## src/rtl/scan_test_seq.sv

```systemverilog
module scan_test_seq #(
  parameter int NSFF  = 4,
  parameter int NPI   = 2,
  parameter int NPO   = 2,
  parameter int NVEC  = 3,
  parameter int CNT_W = 16,
  parameter logic [NVEC*NSFF-1:0] VEC_STATE = {4'hF, 4'hA, 4'h3},
  parameter logic [NVEC*NPI-1:0]  VEC_PI    = {2'b01, 2'b10, 2'b01},
  parameter logic [NVEC*NPO-1:0]  EXP_PO    = {2'b10, 2'b00, 2'b01},
  parameter logic [NVEC*NSFF-1:0] EXP_RESP  = {4'h0, 4'hC, 4'h4}
) (
  input  logic             clk,
  input  logic             rst_n,
  input  logic             start,
  input  logic             scan_out,
  input  logic [NPO-1:0]   po,
  output logic             scan_en,
  output logic             scan_in,
  output logic [NPI-1:0]   pi,
  output logic             busy,
  output logic             done,
  output logic             fail,
  output logic [CNT_W-1:0] cycle_cnt
);
  localparam int TOTAL = (NVEC + 2) * NSFF + NVEC + 4;
  localparam int BW = $clog2(NSFF + 5);
  localparam int VW = (NVEC > 1) ? $clog2(NVEC) : 1;
  localparam int SW = (NSFF > 1) ? $clog2(NSFF) : 1;

  typedef enum logic [1:0] {PH_FLUSH, PH_LOAD, PH_CAPT, PH_UNLOAD} phase_t;

  phase_t          ph;
  logic [BW-1:0]   bit_i;
  logic [VW-1:0]   vec_i;
  logic [VW-1:0]   rsp_i;
  logic [BW-1:0]   ridx;
  logic [BW-1:0]   fl_off;
  logic [NSFF-1:0] cur_state;
  logic [NSFF-1:0] cur_resp;
  logic [NPI-1:0]  cur_pi;
  logic [NPO-1:0]  cur_po;
  logic            chk_shift;
  logic            exp_bit;
  logic            mismatch;

  assign ridx   = BW'(NSFF - 1) - bit_i;
  assign fl_off = bit_i - BW'(NSFF);
  assign rsp_i  = (ph == PH_UNLOAD) ? VW'(NVEC - 1) :
                  (vec_i == '0) ? '0 : vec_i - 1'b1;

  assign cur_state = VEC_STATE[int'(vec_i) * NSFF +: NSFF];
  assign cur_resp  = EXP_RESP[int'(rsp_i) * NSFF +: NSFF];
  assign cur_pi    = VEC_PI[int'(vec_i) * NPI +: NPI];
  assign cur_po    = EXP_PO[int'(vec_i) * NPO +: NPO];

  assign scan_en = busy && (ph != PH_CAPT);
  assign pi      = (busy && ph == PH_CAPT) ? cur_pi : '0;

  always_comb begin
    scan_in = 1'b0;
    if (busy) begin
      case (ph)
        PH_FLUSH: scan_in = bit_i[1];
        PH_LOAD:  scan_in = cur_state[ridx[SW-1:0]];
        default:  scan_in = 1'b0;
      endcase
    end
  end

  assign chk_shift = busy && ((ph == PH_FLUSH && bit_i >= BW'(NSFF)) ||
                              (ph == PH_LOAD && vec_i != '0) ||
                              (ph == PH_UNLOAD));
  assign exp_bit   = (ph == PH_FLUSH) ? fl_off[1] : cur_resp[ridx[SW-1:0]];
  assign mismatch  = (chk_shift && (scan_out != exp_bit)) ||
                     (busy && ph == PH_CAPT && po != cur_po);

  always_ff @(posedge clk) begin
    if (!rst_n) begin
      busy      <= 1'b0;
      done      <= 1'b0;
      fail      <= 1'b0;
      cycle_cnt <= '0;
      ph        <= PH_FLUSH;
      bit_i     <= '0;
      vec_i     <= '0;
    end else if (start && !busy) begin
      busy      <= 1'b1;
      done      <= 1'b0;
      fail      <= 1'b0;
      cycle_cnt <= '0;
      ph        <= PH_FLUSH;
      bit_i     <= '0;
      vec_i     <= '0;
    end else if (busy) begin
      cycle_cnt <= cycle_cnt + 1'b1;
      if (mismatch) fail <= 1'b1;
      case (ph)
        PH_FLUSH: begin
          if (bit_i == BW'(NSFF + 3)) begin
            ph    <= PH_LOAD;
            bit_i <= '0;
          end else begin
            bit_i <= bit_i + 1'b1;
          end
        end
        PH_LOAD: begin
          if (bit_i == BW'(NSFF - 1)) begin
            ph    <= PH_CAPT;
            bit_i <= '0;
          end else begin
            bit_i <= bit_i + 1'b1;
          end
        end
        PH_CAPT: begin
          if (vec_i == VW'(NVEC - 1)) begin
            ph <= PH_UNLOAD;
          end else begin
            ph    <= PH_LOAD;
            vec_i <= vec_i + 1'b1;
          end
        end
        default: begin
          if (bit_i == BW'(NSFF - 1)) begin
            busy  <= 1'b0;
            done  <= 1'b1;
            bit_i <= '0;
          end else begin
            bit_i <= bit_i + 1'b1;
          end
        end
      endcase
    end
  end
endmodule


```

## config.mk

```make
export PLATFORM = sky130hd
export DESIGN_NAME = scan_test_seq
export DESIGN_NICKNAME = d
export VERILOG_FILES = /design/src/rtl/scan_test_seq.sv
export SDC_FILE = /design/constraint.sdc
export NUM_CORES = 1
export LEC_CHECK = 0
export BUFFER_PORTS_ARGS = -buffer_cell sky130_fd_sc_hd__buf_2
export CELL_PAD_IN_SITES_DETAIL_PLACEMENT = 1
export CELL_PAD_IN_SITES_GLOBAL_PLACEMENT = 1
export CORE_MARGIN = 2
export CORE_UTILIZATION = 36
export CTS_CLUSTER_SIZE = 40
export DETAILED_ROUTE_END_ITERATION = 10
export MAX_ROUTING_LAYER = met4
export PLACE_DENSITY = 0.77
export SYNTH_ARGS = -nofsm -noshare
export SYNTH_HDL_FRONTEND = slang
export SYNTH_SLANG_ARGS = --single-unit
```

## constraint.sdc

```tcl
create_clock -name clk -period 1.74 [get_ports clk]
set_input_delay 0.261 -clock clk [delete_from_list [all_inputs] [get_ports clk]]
set_output_delay 0.261 -clock clk [all_outputs]
set_load 0.005 [all_outputs]
```

# [Yosys cells after proc, flatten, opt, wreduce, memory -nomap -nowiden]
# Cells that the tools add are included.
[totals] elab_cells=78 regBits=27
[classes] mux=21 n_reduce_logical=23 n_bitwise=4 magnitude_cmp=2 shifts=4 n_addsub=6 n_eq_ne=11
[op_table] op="variable part select 12 x 5 -> 4 bit (first input constant)" n=2
[op_table] op="adder 16 x 1 -> 16 bit (second input constant)" n=1
[op_table] op="2-to-1 mux 2 bit" n=6
[op_table] op="variable part select 6 x 4 -> 2 bit (first input constant)" n=2
[op_table] op="logical AND 1 bit" n=8
[op_table] op="2-to-1 mux 1 bit" n=8
[op_table] op="2-to-1 mux 4 bit" n=2
[op_table] op="case mux 4 bit (2 select lines)" n=1
[op_table] op="== test 2 bit (second input constant)" n=3
[op_table] op="case mux 2 bit (3 select lines)" n=1
[op_table] op="AND reduction 3 bit" n=2
[op_table] op="adder 4 x 1 -> 4 bit (second input constant)" n=1
[op_table] op="binary-select mux 1 bit (select 2 bit)" n=2
[op_table] op="== test 4 x 2 -> 1 bit (second input constant)" n=1
[op_table] op="== test 4 x 3 -> 1 bit (second input constant)" n=1
[op_table] op=">= comparator 4 x 3 -> 1 bit (second input constant)" n=1
[op_table] op="zero test 2 bit" n=2
[op_table] op="inequality test 2 x 1 -> 1 bit (second input constant)" n=2
[op_table] op="inverter 1 bit" n=4
[op_table] op="AND reduction 2 bit" n=2
[op_table] op="AND reduction 4 bit" n=1
[op_table] op="subtractor 2 x 1 -> 2 bit (second input constant)" n=2
[op_table] op="logical OR 1 bit" n=3
[op_table] op="< comparator 2 x 3 -> 1 bit (second input constant)" n=1
[op_table] op="other kinds (12)" n=12

# [Longest topological paths before layout]
[depth] ltp_word=11 depth_mapped=7

# [Least setup slack after synthesis]
# OpenSTA, ideal clock, no wires.
[synth_path] path_type="reg-to-reg" from="register ph[0]" to="register fail" synth_period_minus_slack_ns=1.760 t_required_ns=1.606 t_arrival_ns=1.626 setup_time_ns=0.134 path_stages_with_launch=7 setup_slack_ns=-0.020 cell_sequence="dfxtp_1 -> inv_1 -> ha_1 -> or4_1 -> o21ai_1 -> mux2i_1 -> o21ai_0"
[synth_via] elab_chain_len=10 elab_cells_between_ends=20
[synth_rtl] element="start: declaration" line_no="32" rtl="phase_t ph;"
[synth_rtl] element="start signal: assignment" line_no="83" rtl="ph <= PH_FLUSH;"
[synth_rtl] element="start signal: assignment" line_no="91" rtl="ph <= PH_FLUSH;"
[synth_rtl] element="start signal: assignment" line_no="100" rtl="ph <= PH_LOAD;"
[synth_rtl] element="== test 2 bit" line_no="48, 72"
[synth_rtl] element="2-to-1 mux 2 bit" line_no="48" rtl="assign rsp_i = (ph == PH_UNLOAD) ? VW'(NVEC - 1) :"
[synth_rtl] element="variable part select 12 x 5 -> 4 bit" line_no="52" rtl="assign cur_resp = EXP_RESP[int'(rsp_i) * NSFF +: NSFF];"
[synth_rtl] element="binary-select mux 1 bit (select 2 bit)" line_no="73" rtl="assign exp_bit = (ph == PH_FLUSH) ? fl_off[1] : cur_resp[ridx[SW-1:0]];"
[synth_rtl] element="2-to-1 mux 1 bit (not written as such)" line_no="73"
[synth_rtl] element="2-to-1 mux 1 bit" line_no="73"
[synth_rtl] element="inequality test 1 bit" line_no="74" rtl="assign mismatch = (chk_shift && (scan_out != exp_bit)) ||"
[synth_rtl] element="logical AND 1 bit" line_no="74"
[synth_rtl] element="logical OR 1 bit (*)" line_no="74"
[synth_rtl] element="AND reduction 2 bit (no source line) (*)"
[synth_rtl] element="end signal: assignment" line_no="81" rtl="fail <= 1'b0;"
[synth_rtl] element="end signal: assignment" line_no="89" rtl="fail <= 1'b0;"
[synth_rtl] element="end signal: assignment" line_no="96" rtl="if (mismatch) fail <= 1'b1;"
[synth_rtl] element="end: declaration" line_no="22" rtl="output logic fail,"
# Every way passes the cells marked *; elsewhere a longest branch is shown, timed or not. The select of a mux whose other input is x is not followed.
# A chain may end at the register's enable or synchronous reset.

# [Worst setup path after layout]
[layout_path] from="register ph[1]" to="output port scan_in"
[layout_via] elab_chain_len=3 elab_cells_between_ends=4
[layout_rtl] element="== test 2 x 1 -> 1 bit or zero test 2 bit (tied branches)" line_no="62" rtl="case (ph)"
[layout_rtl] element="case mux 1 bit (2 select lines) (*)" line_no="62"
[layout_rtl] element="2-to-1 mux 1 bit (*)" line_no="61" rtl="if (busy) begin"
[layout_rtl] element="end: declaration" line_no="18" rtl="output logic scan_in,"
# Every way passes the cells marked *; elsewhere a longest branch is shown, timed or not.

==> flow_metrics.env <==
export IMPL_layout_drive_gt1_share=0.3349
export IMPL_syn_area_um2=1505
export IMPL_insertion_delay_ns=0.29
export IMPL_start_util=0.3763
export IMPL_netlist_top_cells_area="dfxtp_1 36%, ha_1 10%, xnor2_1 8.7%, nor2_1 6.5%, nand2_1 3.2%"
export IMPL_finalPower_w=0.001112
export IMPL_synth_common_cells="27 x dfxtp_1, 26 x nor2_1, 15 x xnor2_1, 13 x nand2_1"
export IMPL_ir_worst_vdd_mv=0.3072
export IMPL_synth_most_common_cell="dfxtp_1"
export IMPL_path_delay_family="buffers and inverters"
export IMPL_core_area_um2=4000
export IMPL_h_tree_depth=1
export IMPL_fp_dieH_um=68.66
export IMPL_drt_wirelength_per_cell_um=14.16
export IMPL_cp_max_fo=4
export IMPL_dieArea_um2=4714
export IMPL_grt_util_all_layers=0.1823
export IMPL_p_leak_nw=0.7747
export IMPL_num_antenna_cells=0
export IMPL_setup_viol=0
export IMPL_yosysTopAreaCellShare=0.3591
export IMPL_die_w_um=68.66
export IMPL_synth_edf_count=0
export IMPL_cts_sinks=27
export IMPL_fin_util=0.4805
export IMPL_whs_path_depth=2
export IMPL_grt_pass1_vias=1316
export IMPL_path_buf_inv=4
export IMPL_post_route_period_util=0.9998
export IMPL_rows=23
export IMPL_via_per_inst=5.034
export IMPL_grt_pass1_wl_um=6237
export IMPL_tightest_slew_ns=0.5194
export IMPL_startpoint_type="flip-flop"
export IMPL_vias=1349
export IMPL_final_nets=237
export IMPL_dp_hpwl_um=2811
export IMPL_ys_async_sr_fraction=0
export IMPL_crit_chain="inv_2, ha_2, buf_4, inv_1, a31oi_1, buf_2"
export IMPL_period_needed_ns=1.740
export IMPL_cts_path_max_buffers=2
export IMPL_dr_pass1_iters=4
export IMPL_cts_tree="done"
export IMPL_postCtsHoldBufs=0
export IMPL_rsz0062_at_grt="true"
export IMPL_powerDensity_nw_per_um2=578.9
export IMPL_drt_iter0_drc=49
export IMPL_ant_nets=0
export IMPL_hold_path_class="input pin to flip-flop"
export IMPL_ff2ff_path_depth=6
export IMPL_maxSlewViolCount=0
export IMPL_syn2layout_area_growth_pct=27.68
export IMPL_cts_root_buf="clkbuf_8"
export IMPL_cts_buffers=3
export IMPL_gp_congestion=0.7502
export IMPL_pin_count=29
export IMPL_ys_ff_latch=27
export IMPL_antenna_found_initial=0
export IMPL_crit_arrival_ns=1.48
export IMPL_ys_types=36
export IMPL_synth_avg_cell_area_um2=8.601
export IMPL_syn_nets=193
export IMPL_skew_ns=0.004824
export IMPL_critPathSlowestCell="dfxtp_4"
export IMPL_ys_warn_count=0
export IMPL_io_buffers=28
export IMPL_max_slew_margin=0.6514
export IMPL_worstPathRequired_ns=1.48
export IMPL_hold_viol=0
export IMPL_syn_inst=175
export IMPL_path_clk_slew_ns=0.11
export IMPL_layoutNonFillerInstCount=268
export IMPL_ys_flop_type="dfxtp_1"
export IMPL_place_inst=261
export IMPL_crit_type="flip-flop to output port"
export IMPL_gr_total_overflow=0
export IMPL_drcViolationCount=0
export IMPL_wirelength_um=3795
export IMPL_cap_violations=0
export IMPL_status="completed"
export IMPL_yosysTopAreaCell="dfxtp_1"
export IMPL_seq_area_frac_synth=0.3591
export IMPL_max_freq_ghz=0.5748
export IMPL_grt_max_degree=18
export IMPL_nFillCells=474
export IMPL_path_depth=6
export IMPL_slowest_delay_ns=0.36
export IMPL_worstSetupEndpointType="output port"
-- cells by family after synthesis --
logic type | count (synthesis) | share of synthesized area
xor+xnor | 19 | 0.1106
flops | 27 | 0.3591
compound gates | 26 | 0.1081
fa+ha+maj | 12 | 0.09975
simple gates | 70 | 0.2469
mux | 4 | 0.02660
buf+inv | 17 | 0.04904
-- registers in the layout, summed over array words and instances (netlist names) --
register / cells
fail: 1
vec_i: 2
ph: 2
cycle_cnt: 16
done: 1
bit_i: 4
busy: 1
-- report_power, final --
group	leakage (nW)	total [W]	internal, W	switching, W
clock	0.0261	0.000399	0.000169	0.000230
sequential	0.221	0.000628	0.000621	0.00000652
combinational	0.528	0.0000861	0.0000404	0.0000457
-- path summary, 6_finish.rpt --
check	start	to	slack (ns)
worst max-delay path	ph[1]$_SDFFE_PP0P_	scan_in	0.0003
worst max register to register	ph[1]$_SDFFE_PP0P_	fail$_SDFFE_PP0P_	0.02
worst min-delay path	start	busy$_SDFF_PN0_	0.22
worst min register to register	done$_SDFFE_PP0P_	done$_SDFFE_PP0P_	0.46
-- metal layers --
| layer | share of wire | track usage | vias to the layer above |
|---|---|---|---|
| met2 | 0.50 | 0.2981 | 24 |
| met5 | 0 | - | - |
| met1 | 0.45 | 0.2259 | 640 |
| li1 | - | - | 679 |
| met4 | 0.012 | 0.05750 | 0 |
| met3 | 0.037 | 0.03571 | 6 |
-- layout by cell type (no fill, tap or decap), drive strengths merged --
master   n
nand4    6
nand3    5
mux2i    4
a31oi    3
or2      1
xnor2   15
xor2     4
nor2b    2
nand3b   1
and3     2
nand2   13
a21oi    9
nor4b    1
nand2b   1
o211a    1
o21ai    9
a41o     1
and4bb   1
inv     13
or4      1
a31o     1
ha      12
dfxtp   27
or3      1
a211o    1
nor2    26
nor3b    1
clkbuf   3
or3b     1
nor4     3
o311ai   1
buf     44
nor3     4
-- cell type report --
| class | instances | area, um^2 | share of cell area |
|---|---|---|---|
| multi-input cells | 131 | 949.7 | 0.4941 |
| flip-flops and latches | 27 | 551.8 | 0.2871 |
| repair buffers | 44 | 260.3 | 0.1354 |
| well taps | 50 | 62.56 | 0.03255 |
| inverters | 12 | 47.55 | 0.02474 |
| clock buffers | 3 | 41.29 | 0.02148 |
| clock inverters | 1 | 8.758 | 0.004557 |
-- stage by stage --
stage | setup TNS [ns] | cell area [um^2] | setup slack [ns] | hold WS [ns]
final | 0 | 1922 | 0.0002763 | 0.2207
after global routing | -0.1887 | 1922 | -0.1091 | 0.2175
after CTS | -0.01444 | 1887 | -0.01444 | 0.2192
after detailed placement | -0.01742 | 1779 | -0.01742 | 0.4436
after global placement | 0 | 1779 | 0.01370 | 0.4314
after floorplan | 0 | 1508 | 0.04611 | 0.3988
-- what timing repair did --
item	in CTS	in global routing
buffers inserted	2	1
cloned	0	0
pin swaps	2	1
setup endpoints to repair	5	4
gates resized for setup	17	7
Note: power is estimated with default switching activity, not from simulation.
